$ cat config.mk
export PLATFORM = sky130hd
export DESIGN_NAME = tod_clock_alarm
export DESIGN_NICKNAME = d
export VERILOG_FILES = /design/src/rtl/tod_pkg.sv /design/src/rtl/tod_counter.sv /design/src/rtl/tod_alarm.sv /design/src/rtl/tod_rdlatch.sv /design/src/rtl/tod_clock_alarm.sv
export SDC_FILE = /design/constraint.sdc
export NUM_CORES = 1
export LEC_CHECK = 0
export BUFFER_PORTS_ARGS = -buffer_cell sky130_fd_sc_hd__buf_2
export CAP_MARGIN = 10
export CELL_PAD_IN_SITES_DETAIL_PLACEMENT = 0
export CELL_PAD_IN_SITES_GLOBAL_PLACEMENT = 1
export CORE_MARGIN = 1.5
export CORE_UTILIZATION = 35
export CTS_BUF_LIST = sky130_fd_sc_hd__clkbuf_8
export CTS_CLUSTER_SIZE = 12
export DETAILED_ROUTE_END_ITERATION = 16
export PLACE_DENSITY = 0.73
export RECOVER_POWER = 50
export SYNTH_ARGS = -nofsm -noshare
export SYNTH_HDL_FRONTEND = slang
export SYNTH_HIERARCHICAL = 1
export SYNTH_SLANG_ARGS = --single-unit
$ cat constraint.sdc
create_clock -name clk -period 6.95 [get_ports clk]
set_clock_uncertainty 0.15 [all_clocks]
set_input_delay 0 -clock clk [delete_from_list [all_inputs] [get_ports clk]]
set_output_delay 0 -clock clk [all_outputs]
set_load 0.02 [all_outputs]
$ cat src/rtl/tod_pkg.sv
package tod_pkg;
    localparam int BYTE_W = 8;
    localparam int ADDR_W = 2;
    localparam int HR_MASK = 8'h9F;

    localparam logic [ADDR_W-1:0] A_TEN = 2'd0;
    localparam logic [ADDR_W-1:0] A_SEC = 2'd1;
    localparam logic [ADDR_W-1:0] A_MIN = 2'd2;
    localparam logic [ADDR_W-1:0] A_HR  = 2'd3;

    typedef struct packed {
        logic [BYTE_W-1:0] hr;
        logic [BYTE_W-1:0] min;
        logic [BYTE_W-1:0] sec;
        logic [BYTE_W-1:0] ten;
    } tod_t;

    localparam tod_t TOD_RESET = '{hr: 8'h01, min: 8'h00, sec: 8'h00, ten: 8'h00};

    // BCD step with wrap at lim; bit 8 is the carry out
    function automatic logic [BYTE_W:0] bcd_step(input logic [BYTE_W-1:0] v,
                                                 input logic [BYTE_W-1:0] lim);
        logic [BYTE_W:0] r;
        if (v == lim)
            r = '0;
        else if (v[3:0] == 4'h9)
            r = {1'b0, v[7:4] + 4'h1, 4'h0};
        else
            r = {1'b0, v + 8'h01};
        if (v == lim)
            r[BYTE_W] = 1'b1;
        return r;
    endfunction

    // 12-hour advance with PM flag in bit 7
    function automatic logic [BYTE_W-1:0] hour_step(input logic [BYTE_W-1:0] v);
        logic [BYTE_W-1:0] r;
        logic [4:0] h;
        h = v[4:0];
        r = v;
        if (h == 5'h12)
            r[4:0] = 5'h01;
        else if (h == 5'h11) begin
            r[4:0] = 5'h12;
            r[7]   = ~v[7];
        end else if (h[3:0] == 4'h9)
            r[4:0] = 5'h10;
        else
            r[4:0] = h + 5'h01;
        return r;
    endfunction

    // Hours write conversion
    function automatic logic [BYTE_W-1:0] hour_fix(input logic [BYTE_W-1:0] d,
                                                   input logic to_clock);
        logic [BYTE_W-1:0] r;
        r = d & HR_MASK[BYTE_W-1:0];
        if (to_clock && (r[4:0] == 5'h12))
            r[7] = ~r[7];
        return r;
    endfunction

    function automatic logic [BYTE_W-1:0] pick(input tod_t t, input logic [ADDR_W-1:0] a);
        logic [BYTE_W-1:0] r;
        case (a)
            A_TEN:   r = t.ten;
            A_SEC:   r = t.sec;
            A_MIN:   r = t.min;
            default: r = t.hr;
        endcase
        return r;
    endfunction
endpackage

$ cat src/rtl/tod_counter.sv
module tod_counter
    import tod_pkg::*;
(
    input  logic              clk,
    input  logic              rst,
    input  logic              tick,
    input  logic              wr,
    input  logic [ADDR_W-1:0] addr,
    input  logic [BYTE_W-1:0] wdata,
    output tod_t              now,
    output logic              running,
    output tod_t              now_nxt,
    output logic              run_nxt,
    output logic              advanced
);
    logic [BYTE_W:0] ten_s, sec_s, min_s;

    always_comb begin
        now_nxt  = now;
        run_nxt  = running;
        advanced = 1'b0;
        ten_s    = bcd_step(now.ten, 8'h09);
        sec_s    = bcd_step(now.sec, 8'h59);
        min_s    = bcd_step(now.min, 8'h59);
        if (wr) begin
            case (addr)
                A_TEN: begin
                    now_nxt.ten = wdata;
                    run_nxt     = 1'b1;
                end
                A_SEC: now_nxt.sec = wdata;
                A_MIN: now_nxt.min = wdata;
                default: begin
                    now_nxt.hr = hour_fix(wdata, 1'b1);
                    run_nxt    = 1'b0;
                end
            endcase
        end else if (tick && running) begin
            advanced    = 1'b1;
            now_nxt.ten = ten_s[BYTE_W-1:0];
            if (ten_s[BYTE_W]) begin
                now_nxt.sec = sec_s[BYTE_W-1:0];
                if (sec_s[BYTE_W]) begin
                    now_nxt.min = min_s[BYTE_W-1:0];
                    if (min_s[BYTE_W])
                        now_nxt.hr = hour_step(now.hr);
                end
            end
        end
    end

    always_ff @(posedge clk) begin
        if (rst) begin
            now     <= TOD_RESET;
            running <= 1'b0;
        end else begin
            now     <= now_nxt;
            running <= run_nxt;
        end
    end

    a_r4_hr_write_stops: assert property (@(posedge clk) disable iff (rst)
        (wr && addr == A_HR) |=> !running);
    a_r4_ten_write_starts: assert property (@(posedge clk) disable iff (rst)
        (wr && addr == A_TEN) |=> running);
    a_r4_stopped_holds: assert property (@(posedge clk) disable iff (rst)
        (!running && !wr) |=> $stable(now));
    a_r10_tick_dropped: assert property (@(posedge clk) disable iff (rst)
        (tick && wr && addr != A_TEN) |=> $stable(now.ten));
endmodule

$ cat src/rtl/tod_alarm.sv
module tod_alarm
    import tod_pkg::*;
(
    input  logic              clk,
    input  logic              rst,
    input  logic              wr,
    input  logic              evt,
    input  logic [ADDR_W-1:0] addr,
    input  logic [BYTE_W-1:0] wdata,
    input  tod_t              clk_nxt,
    input  logic              run_nxt,
    output logic              hit
);
    tod_t alm, alm_nxt;

    always_comb begin
        alm_nxt = alm;
        if (wr) begin
            case (addr)
                A_TEN:   alm_nxt.ten = wdata;
                A_SEC:   alm_nxt.sec = wdata;
                A_MIN:   alm_nxt.min = wdata;
                default: alm_nxt.hr  = hour_fix(wdata, 1'b0);
            endcase
        end
    end

    always_ff @(posedge clk) begin
        if (rst) begin
            alm <= '0;
            hit <= 1'b0;
        end else begin
            alm <= alm_nxt;
            hit <= evt && run_nxt && (clk_nxt == alm_nxt);
        end
    end

    a_r8_hit_needs_event: assert property (@(posedge clk) disable iff (rst)
        !evt |=> !hit);
endmodule

$ cat src/rtl/tod_rdlatch.sv
module tod_rdlatch
    import tod_pkg::*;
(
    input  logic              clk,
    input  logic              rst,
    input  logic              rd,
    input  logic [ADDR_W-1:0] addr,
    input  tod_t              live,
    output logic [BYTE_W-1:0] rdata
);
    tod_t snap;
    logic frozen;
    tod_t src;

    always_comb src = frozen ? snap : live;

    always_ff @(posedge clk) begin
        if (rst) begin
            snap   <= TOD_RESET;
            frozen <= 1'b0;
            rdata  <= '0;
        end else if (rd) begin
            rdata <= pick(src, addr);
            if (!frozen)
                snap <= live;
            if (addr == A_HR)
                frozen <= 1'b1;
            else if (addr == A_TEN)
                frozen <= 1'b0;
        end
    end

    a_r7_hr_read_freezes: assert property (@(posedge clk) disable iff (rst)
        (rd && addr == A_HR) |=> frozen);
    a_r7_ten_read_releases: assert property (@(posedge clk) disable iff (rst)
        (rd && addr == A_TEN) |=> !frozen);
    a_r7_frozen_snap_stable: assert property (@(posedge clk) disable iff (rst)
        frozen |=> $stable(snap));
endmodule

$ cat src/rtl/tod_clock_alarm.sv
module tod_clock_alarm
    import tod_pkg::*;
(
    input  logic              clk,
    input  logic              rst,
    input  logic              tick,
    input  logic              wr_en,
    input  logic              rd_en,
    input  logic              alarm_sel,
    input  logic [ADDR_W-1:0] addr,
    input  logic [BYTE_W-1:0] wdata,
    output logic [BYTE_W-1:0] rdata,
    output logic              alarm_hit
);
    tod_t now, now_nxt;
    logic running, run_nxt, advanced;
    logic wr_clk, wr_alm;

    assign wr_clk = wr_en && !alarm_sel;
    assign wr_alm = wr_en &&  alarm_sel;

    tod_counter u_cnt (
        .clk(clk), .rst(rst), .tick(tick), .wr(wr_clk), .addr(addr),
        .wdata(wdata), .now(now), .running(running), .now_nxt(now_nxt),
        .run_nxt(run_nxt), .advanced(advanced)
    );

    tod_alarm u_alm (
        .clk(clk), .rst(rst), .wr(wr_alm), .evt(wr_en || advanced),
        .addr(addr), .wdata(wdata), .clk_nxt(now_nxt), .run_nxt(run_nxt),
        .hit(alarm_hit)
    );

    tod_rdlatch u_lat (
        .clk(clk), .rst(rst), .rd(rd_en), .addr(addr), .live(now), .rdata(rdata)
    );

    a_r8_hit_only_running: assert property (@(posedge clk) disable iff (rst)
        alarm_hit |-> running);
    a_r2_alarm_write_keeps_clock: assert property (@(posedge clk) disable iff (rst)
        (wr_alm && !(tick && running)) |=> $stable(now));
endmodule

* After elaboration in Yosys (flattened, before gate mapping)
Index checks and enable logic that the tools add are counted.
** Word-level totals
- Input port bits :: 16
- Output and inout port bits :: 9
- Flip-flop bits (word level) :: 107
- Word-level logic and storage cells :: 88
** Cells by class
- Bitwise logic cells :: 2
- Reductions and logical operators :: 12
- Equal/unequal tests :: 14
- Add/sub/neg operators :: 7
- Muxes and demuxes :: 37
** Operator list (number)
- $mux 32 :: 4
- $mux 8 :: 13
- $eq 32x32->1 :: 1
- $add 8x1->8 const B :: 3
- $mux 24 :: 1
- $pmux 8 s3 :: 1
- $mux 9 :: 2
- $eq 4x4->1 const B :: 4
- $eq 8x7->1 const B :: 2
- $mux 16 :: 1
- $eq 5x5->1 const B :: 3
- $mux 5 :: 3
- $add 4x1->4 const B :: 3
- $mux 1 :: 11
- $eq 8x4->1 const B :: 1
- $add 5x1->5 const B :: 1
- $logic_and 1x1->1 :: 5
- $eq 2x2->1 const B :: 2
- $reduce_or 3->1 :: 1
- $eq 2x1->1 const B :: 1
- $logic_not 2->1 :: 1
- $not 1->1 :: 2
- $pmux 1 s2 :: 1
- $reduce_and 2->1 :: 1
- other kinds (4) :: 4

* Depth between registers and ports, before layout
Gate-level depths: netlist of the first run.
- Word-level depth :: 11
- Gate-level depth with buffers :: 15
- Depth with buffers taken out :: 13

* By module
The synthesis of the first run kept the hierarchy.
** By module, submodules not included
- tod_counter :: area an instance 2844.0 um2, seq. area each 660.6 um2, instances 1, cells an instance 356
- tod_rdlatch :: area an instance 2073.2 um2, seq. area each 820.8 um2, instances 1, cells an instance 243
- tod_alarm :: area an instance 1759.2 um2, seq. area each 660.6 um2, instances 1, cells an instance 198
- tod_clock_alarm :: area an instance 18.8 um2, seq. area each 0.0 um2, instances 1, cells an instance 3

* Least setup slack after synthesis of the first run
OpenSTA, ideal clock, no wires.
- Kind :: reg-to-reg
- From :: register u_cnt/now[4] (netlist name)
- To :: register u_alm.hit
- Clock period less this slack :: 3.140 ns
- Arrival :: 2.902 ns
- Data required time :: 6.712 ns
- Slack :: 3.810 ns
- Cell stages (with the launch flop) :: 16
- Library setup time :: 0.088 ns
- Buffers on the path :: 2
- Cell sequence :: dfxtp_1 inv_1 ha_1 or3b_4 or3_1 buf_2 buf_6 nor2_1 a311oi_1 a21oi_1 inv_1 a222oi_1 o2111a_1 a2bb2oi_1 nand3_1 nor4_2
** RTL lines
- end signal: assignment :: line tod_alarm.sv:34 : hit <= evt && run_nxt && (clk_nxt == alm_nxt);
- end: declaration :: line tod_alarm.sv:12 : output logic hit

* Worst setup path after layout of the first run
- From :: input rst
- To :: register u_cnt/now[13] (netlist name)
** RTL lines
- start: declaration :: line tod_clock_alarm.sv:5 : input logic rst,
No word-level cell between the ends.

==> run_results.csv, run 1 <==
group,metric,value,unit
timing,max_freq,242,MHz
place,gp_congestion,0.888,
floorplanning,rows,50,
critical_path,r2r-end,"u_alm/hit$_SDFF_PP0_",
grt,grt_overflow,0,
cells_and_area,area_growth_syn_to_layout,6.62,%
cells_and_area,final_cell_mix,"107 x dfxtp_1, 104 x nand2_1, 65 x a21oi_1",
routing,drc,0,
floorplanning,die-area,20000,um2
grt,grt_pass1_wl,30500,um
critical_path,reg2reg_depth,11,
clocking,clk_latency,390,ps
synthesis,synth_compound_area_share,19.8,%
cells_and_area,regArea,2140,um2
critical_path,worstReg2RegStart,"u_cnt/now[4]$_SDFF_PP0_",
grt,antenna_found_initial,0,
floorplanning,fp.dieH,141,um
clocking,clockBufferDepth,2,
synthesis,ys_warn_count,6,
cells_and_area,layout.nets,830,
timing,hold_violations,0,
timing,maxSlewHeadroom,-53.0,%
timing,setup_viol,0,
place,portBuffers,24,
clocking,cts_tree,"yes",
synthesis,synthFlopType,"dfxtp_1",
synthesis,postSynthAreaPerCell,8.37,um2
synthesis,ys_ff_latch,107,
routing,drt_iter0_markers,474,
critical_path,crit_top_cell,"clkbuf_1",
clocking,path_clk_slew,100,ps
hold_path,hp-class,"in2reg",
timing,post-route-min-period,4130,ps
routing,drt_wl_total,19800,um
synthesis,synthAdderAreaFrac,3.74,%
timing,grt_setup_unrepaired,"no",
critical_path,reg2reg_slack,3190,ps
critical_path,cp_max_fo,47,
routing,wl_per_cell,19.2,um
critical_path,required,6970,ps
floorplanning,initial_core_util,35.8,%
clocking,clockRootBuffer,"clkbuf_8",
clocking,post_cts_buffers,0,
synthesis,synth_area,6700,um2
job,cap_violations,2,
clocking,cts.sinks,107,
clocking,cts_resized,0,
timing,setup_tns,0,ps
routing,vias,5868,
synthesis,synth_cell_types,73,
critical_path,worstPathCellList,"dlygate4sd3_1, buf_2, clkbuf_1, clkbuf_1, o32ai_1",
cells_and_area,antenna_cells,0,
synthesis,synthSimpleGateAreaFrac,21.1,%
power_and_ir_drop,powerDensity,180,nW/um2
routing,viasPerCell,5.68,
critical_path,worstSetupPathType,"in2reg",
critical_path,cp.arrival,4150,ps
run_status,outcome,"finished with violations",
synthesis,synthCells,800,
power_and_ir_drop,p_leak,2.60,nW
critical_path,slowest_delay,1740,ps
critical_path,critPathLaunch,"rst",
place,dp_hpwl,13700,um
critical_path,end_kind,"flip-flop",
floorplanning,io_pins,25,
routing,dr.pass1.iters,8,
clocking,htree_levels,3,
cells_and_area,multi_input_area,4120,um2
clocking,cts_hold_buf,10,
critical_path,cp-start-kind,"primary input",
synthesis,synth_edf_count,0,
critical_path,crit_slowest_cell,"clkbuf_1",
floorplanning,core-area,18700,um2
timing,tightest_slew,2290,ps
synthesis,synthMuxAreaShare,13.6,%
synthesis,seq_area_frac_synth,32.0,%
run_status,violations,"max-capacitance violations, max-slew violations",
grt,grt.total_usage,19.8,%
routing,antenna_left,0,
power_and_ir_drop,ir_worst_vdd,110,uV
synthesis,syn-num-nets,836,
grt,grt_pass1_vias,5364,
synthesis,synth-async-reset-ratio,0,%
grt,grt_max_degree,59,
place,placed_cells,1007,
cells_and_area,drive_above_1_share,10.3,%
cells_and_area,n_fill_cell,1976,
clocking,cts-buffers-inserted,9,
floorplanning,floorplan.die.width,141,um
timing,fin_crit_sh,59.4,%
cells_and_area,layout_commonest_cell,"dfxtp_1",
timing,maxSlewViolCount,95,
synthesis,synth_top_family_by_area,"simple AND/OR/NAND/NOR gates",
critical_path,cp-endpoint,"u_cnt/now[13]$_SDFF_PP0_",
cells_and_area,finalNonFillerCells,1033,
synthesis,synth-xor-area-share,3.14,%
==> routing by layer <==
layer	track usage, %	wire (um)	part of all wire (%)	up-vias
met3	3.71	1220	6.1	21
met2	30.4	8710	44	177
li1	-	-	-	2865
met1	28.3	9620	49	2805
met4	5.43	284	1.4	0
met5	0	0	0	-
==> Yosys cell counts (3+ instances only) <==
cell type	instances	area, um2
and2_1	20	125
and3_1	7	43.8
o21ai_0	14	70.1
o31ai_1	3	22.5
mux2_4	4	60.1
buf_1	6	22.5
mux2i_1	60	601
nor3_1	6	30.0
xnor2_1	19	166
a22oi_1	13	97.6
a31oi_1	16	100
or3_1	3	18.8
nor4b_1	4	35.0
buf_6	5	56.3
dfxtp_1	107	2140
nor4_2	3	37.5
nor4_1	9	56.3
clkbuf_1	29	109
a211oi_1	21	158
nor2b_1	12	75.1
nand2_1	104	390
o22ai_1	11	68.8
o2111ai_1	3	26.3
nand3b_1	6	45.0
a221oi_1	8	70.1
ha_1	20	250
buf_4	4	30.0
a21boi_0	3	22.5
buf_2	12	60.1
a21oi_1	65	325
and3b_1	3	26.3
nand3_1	16	80.1
nand4_1	4	25.0
nand2b_1	7	43.8
nor3b_1	5	37.5
a211o_1	8	70.1
xor2_1	5	43.8
nor2_1	50	188
or3b_2	3	26.3
mux2_2	21	236
o2bb2ai_1	5	43.8
inv_1	35	131
==> registers in the layout (all words and copies together), names as in the netlist <==
name,flops
u_cnt/running,1
u_lat/snap,32
u_lat/rdata,8
u_alm/hit,1
u_cnt/now,32
u_lat/frozen,1
u_alm/alm,32
==> worst min path at each step <==
stage / startpoint / end / slack (ps) / depth (start not counted)
2_1_floorplan: wdata[2] / u_alm/alm[26]$_SDFF_PP0_ / -10 / 2
3_3_place_gp: wdata[2] / u_alm/alm[26]$_SDFF_PP0_ / 270 / 3
3_5_place_dp: wdata[2] / u_alm/alm[26]$_SDFF_PP0_ / 260 / 3
4_1_cts: tick / u_cnt/now[26]$_SDFF_PP0_ / 110 / 4
5_1_grt: tick / u_cnt/now[26]$_SDFF_PP0_ / 160 / 4
6_report: tick / u_cnt/now[26]$_SDFF_PP0_ / 130 / 4
==> metrics by stage <==
stage                     instance area (um2)  power [mW]  worst slack [ps]  hold WS [ps]  utilization [%]
final                                    7140        1.28              2820           133             38.2
after CTS                                7160        1.29              3220           114             38.3
after global routing                     7140        1.34              2470           155             38.2
after global placement                   6860       0.901              3310           266             36.7
after floorplan                          6700       0.833              3810         -14.0                -
after detailed placement                 6860       0.900              3270           263             36.7
==> layout make-up <==
class	count	area share, %
Timing Repair Buffer	41	3.56
Sequential cell	107	30.0
Clock inverter	4	0.473
Clock buffer	12	2.31
Tap cell	234	4.10
Multi-Input combinational cell	600	57.7
Inverter	35	1.84
==> power by group <==
part | internal [mW] | switching, mW | total [mW]
clock network | 0.162 | 0.227 | 0.389
logic | 0.0895 | 0.138 | 0.228
registers | 0.635 | 0.0309 | 0.665
==> logic make-up after synthesis <==
logic type,after synthesis
simple gates,273
compound gates,197
xor+xnor,24
flops,107
mux,86
fa+ha+maj,20
buf+inv,93
==> worst max-delay path, delay by kind of cell <==
family	cells	cell delay, ps
compound gates	1	180
buf+inv	4	3910
(Power assumes the default switching activity.)
==> run 2: changes to the inputs <==
--- a/config.mk
+++ b/config.mk
@@ -14,7 +14,7 @@
 export CTS_BUF_LIST = sky130_fd_sc_hd__clkbuf_8
 export CTS_CLUSTER_SIZE = 12
 export DETAILED_ROUTE_END_ITERATION = 16
-export PLACE_DENSITY = 0.73
+export PLACE_DENSITY = 0.75
 export RECOVER_POWER = 50
 export SYNTH_ARGS = -nofsm -noshare
 export SYNTH_HDL_FRONTEND = slang
==> constraint.sdc (replaced) <==
create_clock -name clk -period 3.37 [get_ports clk]
set_clock_uncertainty 0.15 [all_clocks]
set_input_delay 0 -clock clk [delete_from_list [all_inputs] [get_ports clk]]
set_output_delay 0 -clock clk [all_outputs]
set_load 0.02 [all_outputs]
==> run 2 against run 1 <==
Effect of this change: the run still ends with max-capacitance violations, max-slew violations left; die area did not move; register-to-register slack lost 3000 ps; sequential power increased by 100%; sequential share of layout area shrank 1.7 points; design area grew 6.1%; largest power group unchanged.
==> run_results.csv, run 2 (synthesis gave the netlist of run 1 again) <==
group,metric,value,unit
cells_and_area,regArea,2140,um2
clocking,clk_latency,390,ps
place,portBuffers,24,
grt,grt_overflow,0,
critical_path,crit_buf_inv,2,
cells_and_area,layout.nets,868,
floorplanning,initial_core_util,35.8,%
job,cap_violations,1,
grt,grt_pass1_vias,5457,
cells_and_area,stdcell_area,7570,um2
clocking,cts.sinks,107,
critical_path,crit_slowest_cell,"a311oi_1",
floorplanning,fp.dieH,141,um
power_and_ir_drop,ir_worst_vdd,195,uV
clocking,clockBufferDepth,2,
timing,setup_viol,0,
floorplanning,floorplan.die.width,141,um
timing,fin_crit_sh,95.8,%
grt,antenna_found_initial,0,
floorplanning,rows,50,
hold_path,hold_depth,4,
place,gp_congestion,1.04,
cells_and_area,drive_above_1_share,15.7,%
floorplanning,die-area,20000,um2
cells_and_area,area_growth_syn_to_layout,13.1,%
critical_path,cp-start-kind,"flip-flop",
cells_and_area,antenna_cells,0,
routing,drt_iter0_markers,605,
place,placed_cell_area,7140,um2
routing,dr.pass1.iters,5,
routing,wl_per_cell,19.1,um
hold_path,hp-class,"in2reg",
floorplanning,io_pins,25,
clocking,cts_tree,"yes",
cells_and_area,n_fill_cell,1924,
critical_path,reg2reg_depth,12,
cells_and_area,layout_commonest_cell,"dfxtp_1",
cells_and_area,final_cell_mix,"107 x dfxtp_1, 104 x nand2_1, 61 x a21oi_1",
clocking,clockRootBuffer,"clkbuf_8",
critical_path,crit_top_cell,"nor4_2",
clocking,path_clk_slew,110,ps
routing,vias,6067,
cells_and_area,multi_input_area,4210,um2
critical_path,cp.arrival,3390,ps
run_status,violations,"max-capacitance violations, max-slew violations",
critical_path,end_kind,"flip-flop",
timing,maxSlewViolCount,31,
grt,grt_pass1_wl,31600,um
timing,max_freq,310,MHz
critical_path,slowest_delay,430,ps
routing,drt_wl_total,20500,um
critical_path,crit_cells,12,
floorplanning,core-area,18700,um2
critical_path,worstPathCellList,"inv_1, ha_1, or3b_4, nor3_1, buf_4, a31oi_1, a311oi_1, a21oi_2, a221o_1, nor4_2, nand3_1, nor4_2",
grt,grt.total_usage,20.6,%
clocking,cts-buffers-inserted,9,
power_and_ir_drop,powerDensity,385,nW/um2
critical_path,required,3530,ps
routing,drc,0,
run_status,outcome,"finished with violations",
critical_path,crit_family,"simple AND/OR/NAND/NOR gates",
power_and_ir_drop,p_leak,2.84,nW
grt,grt_max_degree,48,
place,dp_hpwl,14600,um
routing,antenna_left,0,
clocking,htree_levels,3,
critical_path,worstSetupPathType,"reg2reg",
timing,tightest_slew,1550,ps
timing,maxSlewHeadroom,-3.26,%
timing,hold_violations,0,
cells_and_area,reg.largest.list,"u_alm/alm: 32 flops, u_cnt/now: 32 flops, u_lat/snap: 32 flops",
critical_path,reg2reg_slack,140,ps
timing,setup_tns,0,ps
routing,viasPerCell,5.66,
timing,post-route-min-period,3230,ps
timing,grt_setup_unrepaired,"no",
critical_path,cp_max_fo,6,
==> run 2: cell count changes in the layout (fill, tap and decap cells not counted), moves of 3 or more <==
cell and change:
o21ai_1 +3, buf_4 +36, a21oi_1 -4, o21ai_0 -3, clkinv_4 -3, clkbuf_1 +3, clkbuf_8 -3, bufinv_16 +4
a21oi_2 +4
==> run 2: final timing paths <==
kind,from,end
setup / recovery,u_cnt/now[5]$_SDFF_PP0_,u_alm/hit$_SDFF_PP0_
hold / removal,wr_en,u_cnt/now[24]$_SDFF_PP1_
setup reg to reg,u_cnt/now[5]$_SDFF_PP0_,u_alm/hit$_SDFF_PP0_
hold reg to reg,u_lat/snap[30]$_SDFFE_PP0P_,u_lat/snap[30]$_SDFFE_PP0P_
==> run 2: area by class of cell <==
type | count | area share, %
multi-input combinational | 600 | 55.6
clock buffer | 9 | 1.64
clock inverter | 7 | 1.83
sequential | 107 | 28.3
timing repair buffer | 79 | 7.00
inverter | 35 | 1.73
tap | 234 | 3.87
==> run 2: worst min-delay path, delay by kind of cell <==
kind	cells	cell delay, ps
AOI/OAI and AO/OA	1	110
buffers and inverters	2	280
and+or+nand+nor	1	140
==> run 2: stage by stage <==
stage                     hold slack [ps]  cells  util [%]  worst slack [ps]  total power [mW]
after floorplan                     -14.0    800         -               230              1.72
after global routing                 45.5   1071      40.5             0.503              3.04
after CTS                            1.32   1069      40.1              41.8              2.93
after global placement                248   1043      38.2              83.4              1.89
after detailed placement              275   1043      38.2              32.7              1.89
final                                29.2   1071      40.5               142              2.92
==> run 2: power by group <==
| part | internal (mW) | switching [mW] |
|---|---|---|
| Clock | 0.568 | 0.461 |
| Sequential | 1.31 | 0.0350 |
| Combinational | 0.213 | 0.331 |
==> run 2: routing by layer <==
layer  part of all wire [%]  global-route usage [%]  vias up
met5                      0                       0        -
li1                       -                       -     2940
met1                     48                    29.9     2890
met3                    5.7                    3.34       23
met4                    1.6                    5.59        0
met2                     44                    31.3      214
==> run 2: timing repair <==
action	in CTS	in global routing
buffers inserted	0	2
setup endpoints to repair	0	1
gates resized for setup	0	23
hold buffers	10	0
endpoints found under the hold margin	47	0
==> run 3: changes to the inputs <==
--- a/config.mk
+++ b/config.mk
@@ -14,7 +14,7 @@
 export CTS_BUF_LIST = sky130_fd_sc_hd__clkbuf_8
 export CTS_CLUSTER_SIZE = 12
 export DETAILED_ROUTE_END_ITERATION = 16
-export PLACE_DENSITY = 0.75
+export PLACE_DENSITY = 0.71
 export RECOVER_POWER = 50
 export SYNTH_ARGS = -nofsm -noshare
 export SYNTH_HDL_FRONTEND = slang
==> run 3 against run 2 <==
Effect of this change: the flow still finishes with violations (max-capacitance violations, max-slew violations); hold slack better by 56 ps; die area stayed put; count of clock-buffer cells in the layout is 1 higher; sequential cell count stayed put; first-iteration DRC count is 40% lower; critical path depth is 1 higher; register-to-register slack worse by 20 ps.
==> run_results.csv, run 3 (synthesis gave the netlist of run 1 again) <==
group,metric,value,unit
run_status,outcome,"finished with violations",
run_status,violations,"max-capacitance violations, max-slew violations",
clocking,htree_levels,3,
critical_path,crit_family,"simple AND/OR/NAND/NOR gates",
floorplanning,rows,50,
timing,setup_viol,0,
routing,wl_per_cell,19.3,um
cells_and_area,n_fill_cell,1950,
clocking,path_clk_slew,110,ps
critical_path,worstReg2RegStart,"u_cnt/now[5]$_SDFF_PP0_",
hold_path,hp-class,"in2reg",
routing,drt_iter0_markers,360,
critical_path,worstPathCellList,"inv_1, ha_1, or3b_4, nor3_1, buf_4, a31oi_1, a311oi_1, a21oi_2, buf_4, a221o_1, nor4_1, nand3_1, nor4_2",
critical_path,crit_top_cell,"buf_4",
critical_path,critPathLaunch,"u_cnt/now[5]$_SDFF_PP0_",
critical_path,reg2reg_slack,130,ps
cells_and_area,layout_commonest_cell,"dfxtp_1",
floorplanning,core-area,18700,um2
power_and_ir_drop,power_frac_comb,19.1,%
timing,post-route-min-period,3240,ps
critical_path,end_kind,"flip-flop",
place,gp_congestion,0.875,
cells_and_area,finalNonFillerCells,1071,
job,cap_violations,1,
critical_path,cp-start-kind,"flip-flop",
cells_and_area,reg.largest.list,"u_alm/alm: 32 flops, u_cnt/now: 32 flops, u_lat/snap: 32 flops",
floorplanning,initial_core_util,35.8,%
cells_and_area,final_cell_mix,"107 x dfxtp_1, 104 x nand2_1, 62 x a21oi_1",
critical_path,cp.arrival,3400,ps
cells_and_area,antenna_cells,0,
critical_path,reg2reg_depth,13,
clocking,cts_tree,"yes",
clocking,clockBufferDepth,2,
routing,viasPerCell,5.67,
timing,max_freq,308,MHz
timing,grt_setup_unrepaired,"no",
routing,drt_wl_total,20700,um
cells_and_area,multi_input_area,4170,um2
grt,grt_pass1_vias,5520,
clocking,cts-buffers-inserted,9,
timing,hold_violations,0,
power_and_ir_drop,powerDensity,376,nW/um2
critical_path,slowest_delay,410,ps
critical_path,cp_max_fo,6,
critical_path,cp-endpoint,"u_alm/hit$_SDFF_PP0_",
cells_and_area,drive_above_1_share,15.7,%
floorplanning,io_pins,25,
power_and_ir_drop,p_clk_share,33.4,%
critical_path,r2r-end,"u_alm/hit$_SDFF_PP0_",
timing,setup_ws,126,ps
critical_path,crit_cells,13,
critical_path,crit_buf_inv,3,
routing,dr.pass1.iters,5,
floorplanning,die-area,20000,um2
routing,antenna_left,0,
power_and_ir_drop,p_sw_share,30.3,%
floorplanning,floorplan.die.width,141,um
clocking,clockRootBuffer,"clkbuf_8",
timing,setup_tns,0,ps
grt,grt_overflow,0,
power_and_ir_drop,p_leak,2.82,nW
timing,tightest_slew,1890,ps
clocking,cts.sinks,107,
place,portBuffers,24,
grt,grt_pass1_wl,31900,um
timing,maxSlewViolCount,41,
grt,grt_max_degree,51,
critical_path,required,3520,ps
critical_path,crit_slowest_cell,"or3b_4",
cells_and_area,area_growth_syn_to_layout,12.2,%
power_and_ir_drop,ir_worst_vdd,252,uV
floorplanning,fp.dieH,141,um
clocking,clk_latency,400,ps
power_and_ir_drop,internal_power,1.97,mW
routing,drc,0,
timing,fin_crit_sh,96.3,%
place,dp_hpwl,14900,um
place,preCtsSetupSlack,123,ps
cells_and_area,layout.nets,868,
place,placed_cells,1044,
grt,grt.total_usage,20.9,%
timing,maxSlewHeadroom,-25.7,%
critical_path,worstSetupPathType,"reg2reg",
cells_and_area,regArea,2140,um2
routing,vias,6068,
power_and_ir_drop,seq_power_share,47.5,%
power_and_ir_drop,switching_power,857,uW
grt,antenna_found_initial,0,
-- run 3: changes by cell type in the layout (fill, tap and decap cells not counted), moves of 2 or more --
cell       before  now
clkbuf_1       14   11
buf_4          41   43
bufinv_16       4    2
clkinv_2        2    0
inv_6           1    3
o21ai_0        11   13
o21ai_1         3    1
o22ai_1         9   11
o22ai_2         2    0
-- run 3: cell type report --
class | count | area share (%)
Timing Repair Buffer | 79 | 7.18
Sequential cell | 107 | 28.5
Clock buffer | 10 | 1.83
Clock inverter | 6 | 1.25
Tap cell | 234 | 3.90
Inverter | 35 | 1.75
Multi-Input combinational cell | 600 | 55.6
-- run 3: metrics by stage --
| stage | total power [mW] | hold slack [ps] | util [%] | area (um2) |
|---|---|---|---|---|
| 3_5_place_dp | 1.89 | 272 | 38.1 | 7140 |
| 6_report | 2.82 | 84.9 | 40.1 | 7510 |
| 5_1_grt | 2.94 | 83.6 | 40.1 | 7510 |
| 2_1_floorplan | 1.72 | -14.0 | - | 6700 |
| 3_3_place_gp | 1.89 | 266 | 38.1 | 7140 |
| 4_1_cts | 2.85 | 55.3 | 39.9 | 7470 |
-- run 3: power by group through the flow --
stage | sequential, mW | clock (mW) | combinational [mW]
2_1_floorplan | 1.38 | 0 | 0.338
3_3_place_gp | 1.37 | 0 | 0.523
3_5_place_dp | 1.37 | 0 | 0.521
4_1_cts | 1.34 | 0.972 | 0.532
5_1_grt | 1.35 | 1.01 | 0.586
6_report | 1.34 | 0.942 | 0.540
-- run 3: worst min path at each step --
stage	startpoint	endpoint	slack, ps	cells after the start
final	alarm_sel	u_cnt/now[24]$_SDFF_PP1_	80	4
after global routing	alarm_sel	u_cnt/now[24]$_SDFF_PP1_	80	5
after CTS	alarm_sel	u_cnt/now[25]$_SDFF_PP0_	60	5
after detailed placement	wdata[2]	u_alm/alm[26]$_SDFF_PP0_	270	3
after global placement	wdata[2]	u_alm/alm[26]$_SDFF_PP0_	270	3
after floorplan	wdata[2]	u_alm/alm[26]$_SDFF_PP0_	-10	2
-- run 3: metal layers --
| metal | track usage, % | wire [um] | up-vias | part of all wire (%) |
|---|---|---|---|---|
| met5 | 0 | 0 | - | 0 |
| met4 | 5.32 | 319 | 0 | 1.5 |
| met3 | 3.44 | 1080 | 18 | 5.2 |
| met2 | 33.4 | 9390 | 184 | 45 |
| met1 | 29.4 | 9940 | 2932 | 48 |
| li1 | - | - | 2934 | - |
-- run 3: what timing repair did --
action | CTS | global route
endpoints found under the setup margin | 0 | 1
gates resized for setup | 0 | 13
endpoints found under the hold margin | 33 | 0
buffers inserted | 0 | 1
hold buffers | 10 | 0
-- run 3: worst min-delay path, delay by kind of cell --
kind	cells	cell delay [ps]
buffers and inverters	2	330
and+or+nand+nor	1	40
AOI/OAI and AO/OA	1	210
